--- src/rtl/lvs_pkg.sv ---
package lvs_pkg;
  localparam int WAY_CNT = 4;
  typedef logic [1:0] way_t;
  typedef logic [WAY_CNT-1:0] row_t;

  // {found, way}: lowest-numbered clear bit
  function automatic logic [2:0] lowest_free(row_t v);
    logic [2:0] r;
    r = 3'b000;
    for (int i = WAY_CNT - 1; i >= 0; i--)
      if (!v[i]) r = {1'b1, 2'(i)};
    return r;
  endfunction

  function automatic way_t choose_way(logic lk, row_t v, way_t rr, logic tg);
    logic [2:0] ff;
    ff = lowest_free(v);
    if (lk) begin
      if (!v[2])      return 2'd2;
      else if (!v[3]) return 2'd3;
      else            return {1'b1, tg};
    end
    return ff[2] ? ff[1:0] : rr;
  endfunction
endpackage

--- src/rtl/lvs_state.sv ---
module lvs_state
  import lvs_pkg::*;
#(
  parameter int SETS = 16,
  localparam int SB = $clog2(SETS)
) (
  input  logic          clk,
  input  logic          rst,
  input  logic [SB-1:0] rd_set,
  output row_t          rd_valid,
  output way_t          rd_rr,
  output logic          rd_tg,
  input  logic          wr_en,
  input  logic [SB-1:0] wr_set,
  input  way_t          wr_way,
  input  logic          wr_val,
  input  logic          rr_adv,
  input  logic          tg_flip
);
  row_t valid_q [SETS];
  way_t rr_q    [SETS];
  logic tg_q    [SETS];

  assign rd_valid = valid_q[rd_set];
  assign rd_rr    = rr_q[rd_set];
  assign rd_tg    = tg_q[rd_set];

  always_ff @(posedge clk) begin
    if (rst) begin
      for (int s = 0; s < SETS; s++) begin
        valid_q[s] <= '0;
        rr_q[s]    <= '0;
        tg_q[s]    <= 1'b0;
      end
    end else begin
      if (wr_en)   valid_q[wr_set][wr_way] <= wr_val;
      if (rr_adv)  rr_q[wr_set] <= rr_q[wr_set] + 2'd1;
      if (tg_flip) tg_q[wr_set] <= ~tg_q[wr_set];
    end
  end
endmodule

--- src/rtl/lvs_pick.sv ---
module lvs_pick
  import lvs_pkg::*;
(
  input  logic lock,
  input  row_t row,
  input  way_t rr,
  input  logic tg,
  output way_t way,
  output logic victim,
  output logic rr_adv,
  output logic tg_flip
);
  assign way     = choose_way(lock, row, rr, tg);
  assign victim  = row[way];
  assign rr_adv  = !lock && (&row);
  assign tg_flip = lock && row[2] && row[3];
endmodule

--- src/rtl/lock_victim_sel.sv ---
module lock_victim_sel
  import lvs_pkg::*;
#(
  parameter int SETS = 16,
  localparam int SET_BITS = $clog2(SETS)
) (
  input  logic                clk,
  input  logic                rst,
  input  logic                lock_en,
  input  logic                alloc_req,
  input  logic [SET_BITS-1:0] alloc_set,
  input  logic                whit_req,
  input  logic [1:0]          whit_way,
  input  logic                cmd_req,
  input  logic                cmd_push,
  input  logic [SET_BITS-1:0] cmd_set,
  input  logic [1:0]          cmd_way,
  output logic                rsp_vld,
  output logic [1:0]          rsp_way,
  output logic                rsp_wr_en,
  output logic                rsp_victim
);
  // named events for the checker
  logic ev_cmd, ev_whit, ev_alloc;
  assign ev_cmd   = cmd_req;
  assign ev_whit  = whit_req && !cmd_req;
  assign ev_alloc = alloc_req && !cmd_req && !whit_req;

  logic [SET_BITS-1:0] rd_set;
  row_t row_valid;
  way_t row_rr, pick_way;
  logic row_tg, pick_victim, pick_rr_adv, pick_tg_flip;

  assign rd_set = ev_cmd ? cmd_set : alloc_set;

  lvs_pick u_pick (
    .lock(lock_en), .row(row_valid), .rr(row_rr), .tg(row_tg),
    .way(pick_way), .victim(pick_victim),
    .rr_adv(pick_rr_adv), .tg_flip(pick_tg_flip)
  );

  logic st_wr, st_val;
  way_t st_way;
  assign st_wr  = ev_cmd || ev_alloc;
  assign st_way = ev_cmd ? cmd_way : pick_way;
  assign st_val = !ev_cmd;

  lvs_state #(.SETS(SETS)) u_state (
    .clk(clk), .rst(rst), .rd_set(rd_set),
    .rd_valid(row_valid), .rd_rr(row_rr), .rd_tg(row_tg),
    .wr_en(st_wr), .wr_set(rd_set), .wr_way(st_way), .wr_val(st_val),
    .rr_adv(ev_alloc && pick_rr_adv), .tg_flip(ev_alloc && pick_tg_flip)
  );

  always_ff @(posedge clk) begin
    if (rst) begin
      rsp_vld    <= 1'b0;
      rsp_way    <= '0;
      rsp_wr_en  <= 1'b0;
      rsp_victim <= 1'b0;
    end else begin
      rsp_vld   <= ev_cmd || ev_whit || ev_alloc;
      rsp_wr_en <= ev_whit || ev_alloc;
      if (ev_cmd) begin
        rsp_way    <= cmd_way;
        rsp_victim <= cmd_push && row_valid[cmd_way];
      end else if (ev_whit) begin
        rsp_way    <= whit_way;
        rsp_victim <= 1'b0;
      end else begin
        rsp_way    <= pick_way;
        rsp_victim <= ev_alloc && pick_victim;
      end
    end
  end
endmodule

--- config.mk ---
export PLATFORM = sky130hd
export DESIGN_NAME = lock_victim_sel
export DESIGN_NICKNAME = d
export VERILOG_FILES = /design/src/rtl/lvs_pkg.sv /design/src/rtl/lvs_state.sv /design/src/rtl/lvs_pick.sv /design/src/rtl/lock_victim_sel.sv
export SDC_FILE = /design/constraint.sdc
export NUM_CORES = 1
export LEC_CHECK = 0
export CORE_UTILIZATION = 56
export CTS_CLUSTER_SIZE = 10
export DETAILED_ROUTE_END_ITERATION = 8
export GPL_ROUTABILITY_DRIVEN = 1
export PLACE_DENSITY = 0.77
export SYNTH_ARGS = -nofsm -noshare
export SYNTH_HDL_FRONTEND = slang
export SYNTH_HIERARCHICAL = 1
export SYNTH_SLANG_ARGS = --single-unit
--- constraint.sdc ---
create_clock -name clk -period 4.8 [get_ports clk]
set_input_delay 1.2 -clock clk [delete_from_list [all_inputs] [get_ports clk]]
set_output_delay 1.2 -clock clk [all_outputs]
set_load 0.005 [all_outputs]
# == Word level (Yosys, flattened, before mapping) ==
# Memory sizes are Yosys's and may differ from the RTL's.
# Cells that the tools add are included.
# Widths: inputs -> output; s select.
# word_totals
reg_bits,5
latch_bits,0
ram_bits,112
romBits,0
inputBits,19
out_inout_bits,5
wordCells,77
mem_count,3
# op_classes
n_addsub,1
multipliers,0
n_div,0
magnitude_cmp,4
eq_ne,0
shift,0
muxes,42
bitwise_logic,1
reduce_logical,22
# mem_list
name,depth,word_bits,read_ports,rd_clocked_by_memory_dff,wr,line,text
u_state.valid_q,16,4,1,0,16,lvs_state.sv:20,row_t valid_q [SETS];
u_state.rr_q,16,2,1,0,16,lvs_state.sv:21,way_t rr_q [SETS];
u_state.tg_q,16,1,1,0,16,lvs_state.sv:22,logic tg_q [SETS];
# op_table
op,count
$mux 4,7
$mux 1,20
$mux 2,8
$mux 3,4
$logic_and 1x1->1,11
$lt 2x3->1 const B,3
$bmux 1 s2,2
$logic_or 1x1->1,4
$reduce_and 4->1,1
$reduce_or 4->1,1
$logic_not 1->1,3
$add 2x1->2 const B,1
$demux 1 s2,1
$ge 2x1->1 const B,1
$reduce_or 2->1,1
$not 1->1,1
$reduce_or 1->1,1

# == Depth between registers and ports, before layout ==
# Gate-level depths: netlist of run 1.
# An unclocked memory read counts as a cell.
# depth
depth_word,16
mapped_depth,16
mapped_depth_nobuf,11

# == Hierarchy ==
# The synthesis of run 1 kept the hierarchy.
# modules_own_cells
mod,n_inst,cells_per_inst,area_per_inst_um2,seq_area_each_um2
lvs_state,1,519,6337.3,3363.2
lock_victim_sel,1,31,319.1,100.1
lvs_pick,1,15,81.3,0.0

# == Least setup slack after synthesis of run 1 ==
# OpenSTA, ideal clock, no wires.
# synth_timing
kind,input to register
from,in cmd_req
to,"mem u_state/valid_q[6][2] in the netlist's numbering, enable pin"
setup_time_ps,291
t_arrival_ps,4441
required_time_ps,4509
setup_slack_ps,68
cell_stages,15
path_buffers,5
cell_sequence,buf_4 mux2_2 buf_4 buf_2 mux4_2 a22oi_1 nand2_1 or2b_1 nand4b_1 nand3_1 mux2_2 nor4bb_1 clkbuf_1 clkbuf_1 a21o_1
# synth_lines
element,line,text
"start, declared",lock_victim_sel.sv:14,"input logic cmd_req,"
"end, declared",lvs_state.sv:20,

==> results of run 1 <==
-- through the flow --
stage	hold WS, ns	instances
floorplan	0.8682	565
global placement	0.9182	732
detailed placement	0.9495	732
CTS	0.9647	764
global route	1.027	764
finish	0.9815	764
-- worst min path at each step --
stage                       end  slack [ns]  cells past startpoint
2_1_floorplan   u_state/tg_q[0]        0.87                      3
3_3_place_gp   u_state/tg_q[11]        0.92                      3
3_5_place_dp   u_state/tg_q[11]        0.95                      3
4_1_cts        u_state/tg_q[12]        0.96                      3
5_1_grt         u_state/tg_q[8]        1.03                      3
6_report       u_state/tg_q[11]        0.98                      3
-- power groups by stage --
stage	clock (mW)	sequential [mW]	combinational [mW]
after floorplan	0	1.18	0.266
after global placement	0	1.19	0.390
after detailed placement	0	1.19	0.399
after CTS	1.32	1.17	0.405
after global routing	1.36	1.17	0.434
final	1.32	1.17	0.412
-- area by class of cell --
| class | count | area [µm²] |
|---|---|---|
| clock inverter | 15 | 187.7 |
| tap | 143 | 178.9 |
| multi-input combinational | 397 | 3049 |
| clock buffer | 17 | 425.4 |
| fill | 829 | 3575 |
| inverter | 2 | 7.507 |
| timing repair buffer | 73 | 678.2 |
| sequential | 117 | 3463 |
-- per-layer routing --
| layer | share of wire | track usage | vias to the layer above |
|---|---|---|---|
| li1 | - | - | 2231 |
| met1 | 0.38 | 0.4210 | 2562 |
| met2 | 0.48 | 0.4952 | 390 |
| met3 | 0.11 | 0.07295 | 56 |
| met4 | 0.033 | 0.1342 | 0 |
| met5 | 0 | 0 | - |
-- Yosys cell counts (3+ instances only) --
library cell | n | area, µm²
nor2_1 | 115 | 431.7
or3_1 | 3 | 18.77
nor2b_1 | 7 | 43.79
buf_6 | 3 | 33.78
nor3_2 | 6 | 60.06
a22oi_1 | 14 | 105.1
nor4_1 | 15 | 93.84
nand2_1 | 28 | 105.1
mux4_2 | 37 | 833.3
mux2_2 | 11 | 123.9
nand2b_1 | 8 | 50.05
a21o_1 | 96 | 720.7
buf_2 | 9 | 45.04
buf_4 | 3 | 22.52
clkbuf_1 | 31 | 116.4
edfxtp_1 | 112 | 3363
dfxtp_1 | 5 | 100.1
mux2_1 | 3 | 33.78
nand3_1 | 8 | 40.04
nor3_1 | 5 | 25.02
mux2i_1 | 4 | 40.04
-- cells by family after synthesis --
group | synth area share
AOI/OAI and AO/OA | 0.1391
and+or+nand+nor | 0.1586
muxes | 0.1530
buffers and inverters | 0.03528
DFF | 0.5140
-- worst reg2reg max path: stages, from the launching register on --
cell	delay [ns]
edfxtp_1	0.40
mux4_2	0.54
a22oi_1	0.22
nand2_1	0.09
or2b_1	0.23
nand4b_1	0.08
nand3_1	0.09
mux2_2	0.33
nor4bb_2	0.29
buf_4	0.26
nand2_1	0.12
buf_12	0.17
nor2_1	0.09
-- sequential cells by signal (all words and copies together), names as in the netlist --
| signal | flops |
|---|---|
| u_state/valid_q | 64 |
| u_state/tg_q | 16 |
| rsp_way | 2 |
| rsp_wr_en | 1 |
| rsp_victim | 1 |
| rsp_vld | 1 |
| u_state/rr_q | 32 |
-- cells in the final DEF, fill, tap and decap left out, types with 3 or more instances in the layout --
master and count:
nor2_1 115, edfxtp_1 112, a21o_1 96, buf_4 45, mux4_2 37, nand2_1 28
clkdlybuf4s50_1 22, clkbuf_16 17, nor4_1 15, a22oi_1 14, mux2_2 11, nand3_1 8
nand2b_1 8, nor2b_1 7, nor3_2 6, buf_12 6, nor3_1 5, clkinvlp_4 5
dfxtp_1 5, mux2i_1 4, bufinv_16 4, clkinv_1 3, or3_1 3, mux2_1 3
==> impl_results.md, run 1 <==
* Die Wd at 111.7 µm
* GR Overflow Total at 0
* Crit. path cell count at 16
* P_leak at 3.206 nW
* Crit path launch type: input pin
* Gp weighted congestion at 0.8888
* Max-cap violation count at 0
* Crit end category: flip-flop
* Worst-Margin Slew at 0.8671 ns
* First-pass GRT wire length at 28920 µm
* Synth unique cells at 50
* Initial antenna violation count at 0
* Avg WL per Cell at ~24 µm
* Max incr delay on CP at 0.51 ns
* Via density at 6.857
* Comb power frac at 0.142
* CP Launch Point: cmd_req
* Hold Crit Class: flip-flop to flip-flop
* Final hold violations at 0
* Clock root cell: clkbuf_16
* Ys Warns at 6
* Setup tns final at 0 ns
* Routed WL at 18710 µm
* Worst Path Arrival at ~4.8 ns
* CTS clk-pin slew, worst paths at 0.05 ns
* Layout cells sized above 1 at 0.2351
* Critical R2R Capture: u_state/valid_q[11][2]
* Die Height at 111.7 µm
* Family with the most delay on the worst path: buffers and inverters
* Tot Pwr at slightly below 3 mW
* Critical-path top delay cell: clkdlybuf4s50_1
* Slew HR at 0.4198
* Residual DRC count at 5
* Tmin final at 4.542 ns
* Starting Density at 0.5826
* Core Util, Final at 0.6909
* Peak Freq at 220.1 MHz
* Final Cycle Share at 0.9463
* Hold_sp: u_state/tg_q[11]
* CP max FO at 21
* Clock buffer depth at 2
* Syn Nets at 584
* Reg2reg path depth at 12
* N_diodes at 0
* Max rail drop VDD at 0.1886 mV
* Yosys reg bits at 117
* Clock Skew at 0.007317 ns
* CORE AREA at between 0.01 and 0.015 mm²
* Worst setup path end: u_state/valid_q[11][2]
* NetSw at 702.0 µW
* Pwr per Cell Area at about 360 mW/mm²
* PortBufs at 23
* Gr usage total at 0.3143
* Failing checks: DRC
* # rows at 39
* Int Pwr at 2.197 mW
* Die area at 0.01247 mm²
* CTS Sinks at 117
* Hold buffers post-CTS at 0
* Switching Share at 0.2421
* Clk_lat worst skew at 0.41 ns
* Syn Inst Count at between 500 and 600
* CTS tree: yes
* Clock power share at 0.454
* Dpl hpwl at 12640 µm
* Outcome: finished with violations
* Setup slack, reg-to-reg at 1.71 ns
* Synth Cell Area at 0.006738 mm²
* H-tree depth at 4
* 1st-iter DRT viols at 736
* Placed cell areas at about 0.0074 mm²
* Critical R2R Launch: u_state/rr_q[7][0]
* P&R area growth vs syn at 18.59%
* Final WS setup at around 0.26 ns
* CTS buffer count at 17
* # resized after CTS at 0
* Worst slack, placed at -0.1066 ns
* Critical path buffer and inverter count at 5
* Post-synth ARST share at 0
* Vias in the first global route at 5110
* Max Slew Vio Count at 0
* I/O Pins at 24
* First drt pass iteration count at 8
* Post-CTS Setup Repair Bufs at 0
* Setup CP Type: input pin to flip-flop
* Final setup fails at 0
* CP cell instances: clkdlybuf4s50_1 > buf_4 > mux2_2 > buf_12 > mux4_2 > a22oi_1 > nand2_1 > or2b_1 > nand4b_1 > nand3_1 > mux2_2 > nor4bb_2 > buf_4 > nand2_1 > buf_12 > nor2_1
* RSZ-0062 raised after global routing: false
* Cell area after layout at roughly 0.008 mm²
* Seq pwr share at 0.404
* Prevailing post-synth register cell: edfxtp_1
* Nets at 627
* Req. time, crit path at 5.06 ns
* Via Count at 5239
* Mean Syn Cell Area at 11.93 µm²
* Seq/Total Area, Yosys at 0.5140
* Pin count of the biggest net entering global routing at 73
* Number of synthesized flops with an enable pin at around 110
* ANT nets after route at 0
Note: power is estimated with default switching activity, not from simulation.
==> run 2: changes to the inputs <==
- REMOVE_ABC_BUFFERS: default -> 1
==> run 2 against run 1 <==
Net effect: the run still ends with DRC left; utilization grew 0.48 points; critical path depth fell by 2; power shrank 1.8%; register-to-register slack is essentially flat; global-route usage decreased by 1.1 points; maximum frequency is 2.1% lower; clock power fell by 5%.
==> impl_results.md, run 2 (synthesized netlist as in run 1, its figures left out) <==
* Int Pwr at approximately 2.2 mW
* Avg WL per Cell at between 20 and 25 µm
* Worst slack, placed at -0.1223 ns
* Dpl hpwl at 12210 µm
* N_diodes at 0
* Req. time, crit path at ~4.9 ns
* Comb power frac at 0.147
* # rows at 39
* Hold buffers post-CTS at 0
* Cell area after layout at a little over 0.008 mm²
* Met2 wire length at 8975 µm
* Crit path launch type: input pin
* RSZ-0062 raised after global routing: false
* Routed WL at 17800 µm
* Worst Path Arrival at 4.77 ns
* CTS buffer count at 17
* CTS clk-pin slew, worst paths at 0.05 ns
* CP cell instances: clkdlybuf4s50_1 > buf_4 > mux2_2 > buf_12 > buf_4 > mux4_2 > a22oi_1 > nand2_1 > nor2_1 > o21bai_1 > mux2_2 > nor4bb_2 > buf_4 > a21o_1
* Clock power share at 0.443
* Routed met1 length at 6785 µm
* Max Slew Vio Count at 0
* Clock Skew at 0.008431 ns
* Family with the most delay on the worst path: buffers and inverters
* Failing checks: DRC
* Fillers at 826
* GR Overflow Total at 0
* Slew HR at 0.4619
* Hold Crit Class: flip-flop to flip-flop
* First drt pass iteration count at 7
* CTS tree: yes
* Pin count of the biggest net entering global routing at 73
* Gp weighted congestion at 0.8963
* CP max FO at 18
* NetSw at 692.9 µW
* ANT nets after route at 0
* Die Wd at between 100 and 150 µm
* Regs by FF count: u_state/valid_q (64), u_state/rr_q (32), u_state/tg_q (16)
* Initial antenna violation count at 0
* Clk_lat worst skew at 0.42 ns
* Final WS setup at approximately 0.16 ns
* 1st-iter DRT viols at approximately 640
* Crit end category: flip-flop
* Starting Density at 0.5826
* CTS Sinks at 117
* Crit path top cell by count: buf_4
* Via Count at 5141
* CORE AREA at 0.01156 mm²
* P_leak at 3.254 nW
* Pwr per Cell Area at 353.9 mW/mm²
* Die area at 0.01247 mm²
* Final setup fails at 0
* Die Height at 111.7 µm
* Placed cell areas at 0.007455 mm²
* Uppermost layer routed: met4
* WL met3 at 1589 µm
* Largest Register: u_state/valid_q
* Tmin final at 4.639 ns
* First-pass GRT wire length at between 20000 and 30000 µm
* Vias in the first global route at 5130
* I/O Pins at 24
* H-tree depth at 4
* P&R area growth vs syn at 19.41%
* Nets at 639
* Critical-path top delay cell: clkdlybuf4s50_1
* Max incr delay on CP at 0.51 ns
* Critical path buffer and inverter count at 5
* Commonest non-fill, non-tap cell in the layout: nor2_1
* Outcome: finished with violations
* PortBufs at 23
* Seq pwr share at 0.410
* # resized after CTS at 0
* Most frequent cells in the layout: nor2_1 (115), edfxtp_1 (112), a21o_1 (96)
* Peak Freq at roughly 220 MHz
* Residual DRC count at 4
* Max-cap violation count at 0
* Final hold violations at 0
* Max FFs per register at 64
* Clock buffer depth at 2
* Max rail drop VDD at roughly 0.27 mV
* Clock root cell: clkbuf_16
* Layout cells sized above 1 at 0.2512
* Final Cycle Share at 0.9664
* Switching Share at 0.2434
* Gr usage total at 0.3030
* Via density at 6.625
* Setup CP Type: input pin to flip-flop
* Worst-Margin Slew at 0.8072 ns
* Post-CTS Setup Repair Bufs at 0
run 2: path summary, 6_finish.rpt:
path / from / end / slack (ns) / cells past startpoint
worst max-delay path: cmd_req / u_state/valid_q[2][1] / 0.16 / 14
worst min-delay path: u_state/tg_q[2] / u_state/tg_q[0] / 0.94 / 3
worst max register to register: u_state/rr_q[6][0] / u_state/valid_q[4][2] / 1.72 / 12
worst min register to register: u_state/tg_q[2] / u_state/tg_q[0] / 0.94 / 3
run 2: final cells by class:
cell class	count	area, µm²	share of cell area
timing repair buffer	85	755.7	0.09393
multi-input combinational	397	3049	0.3790
clock buffer	18	429.2	0.05334
inverter	2	7.507	0.0009331
sequential	117	3463	0.4305
tap	143	178.9	0.02224
clock inverter	14	161.4	0.02006
run 2: through the flow:
| stage | power, mW | hold slack, ns | TNS, ns | util | cells |
|---|---|---|---|---|---|
| 2_1_floorplan | 1.422 | 0.8682 | -67.71 | - | 516 |
| 3_3_place_gp | 1.584 | 0.9011 | -3.282 | 0.6446 | 744 |
| 3_5_place_dp | 1.598 | 0.9332 | -6.610 | 0.6446 | 744 |
| 4_1_cts | 2.854 | 0.9455 | 0 | 0.6957 | 776 |
| 5_1_grt | 2.930 | 0.9743 | 0 | 0.6957 | 776 |
| 6_report | 2.847 | 0.9412 | 0 | 0.6957 | 776 |
run 2: metal layers:
layer | vias to the layer above | track usage
li1 | 2255 | -
met1 | 2559 | 0.3900
met2 | 290 | 0.5068
met3 | 37 | 0.05226
met4 | 0 | 0.1333
met5 | - | 0
run 2: worst min-delay path, delay by kind of cell (launching register included):
family           cells  cell delay [ns]
DFF                  1             0.33
and+or+nand+nor      2             0.22
muxes                1             0.22
run 2: power groups by stage:
stage	logic [mW]	clock network, mW	registers [mW]
6_report	0.419	1.26	1.17
5_1_grt	0.443	1.32	1.17
4_1_cts	0.414	1.27	1.17
3_5_place_dp	0.411	0	1.19
3_3_place_gp	0.399	0	1.19
2_1_floorplan	0.240	0	1.18
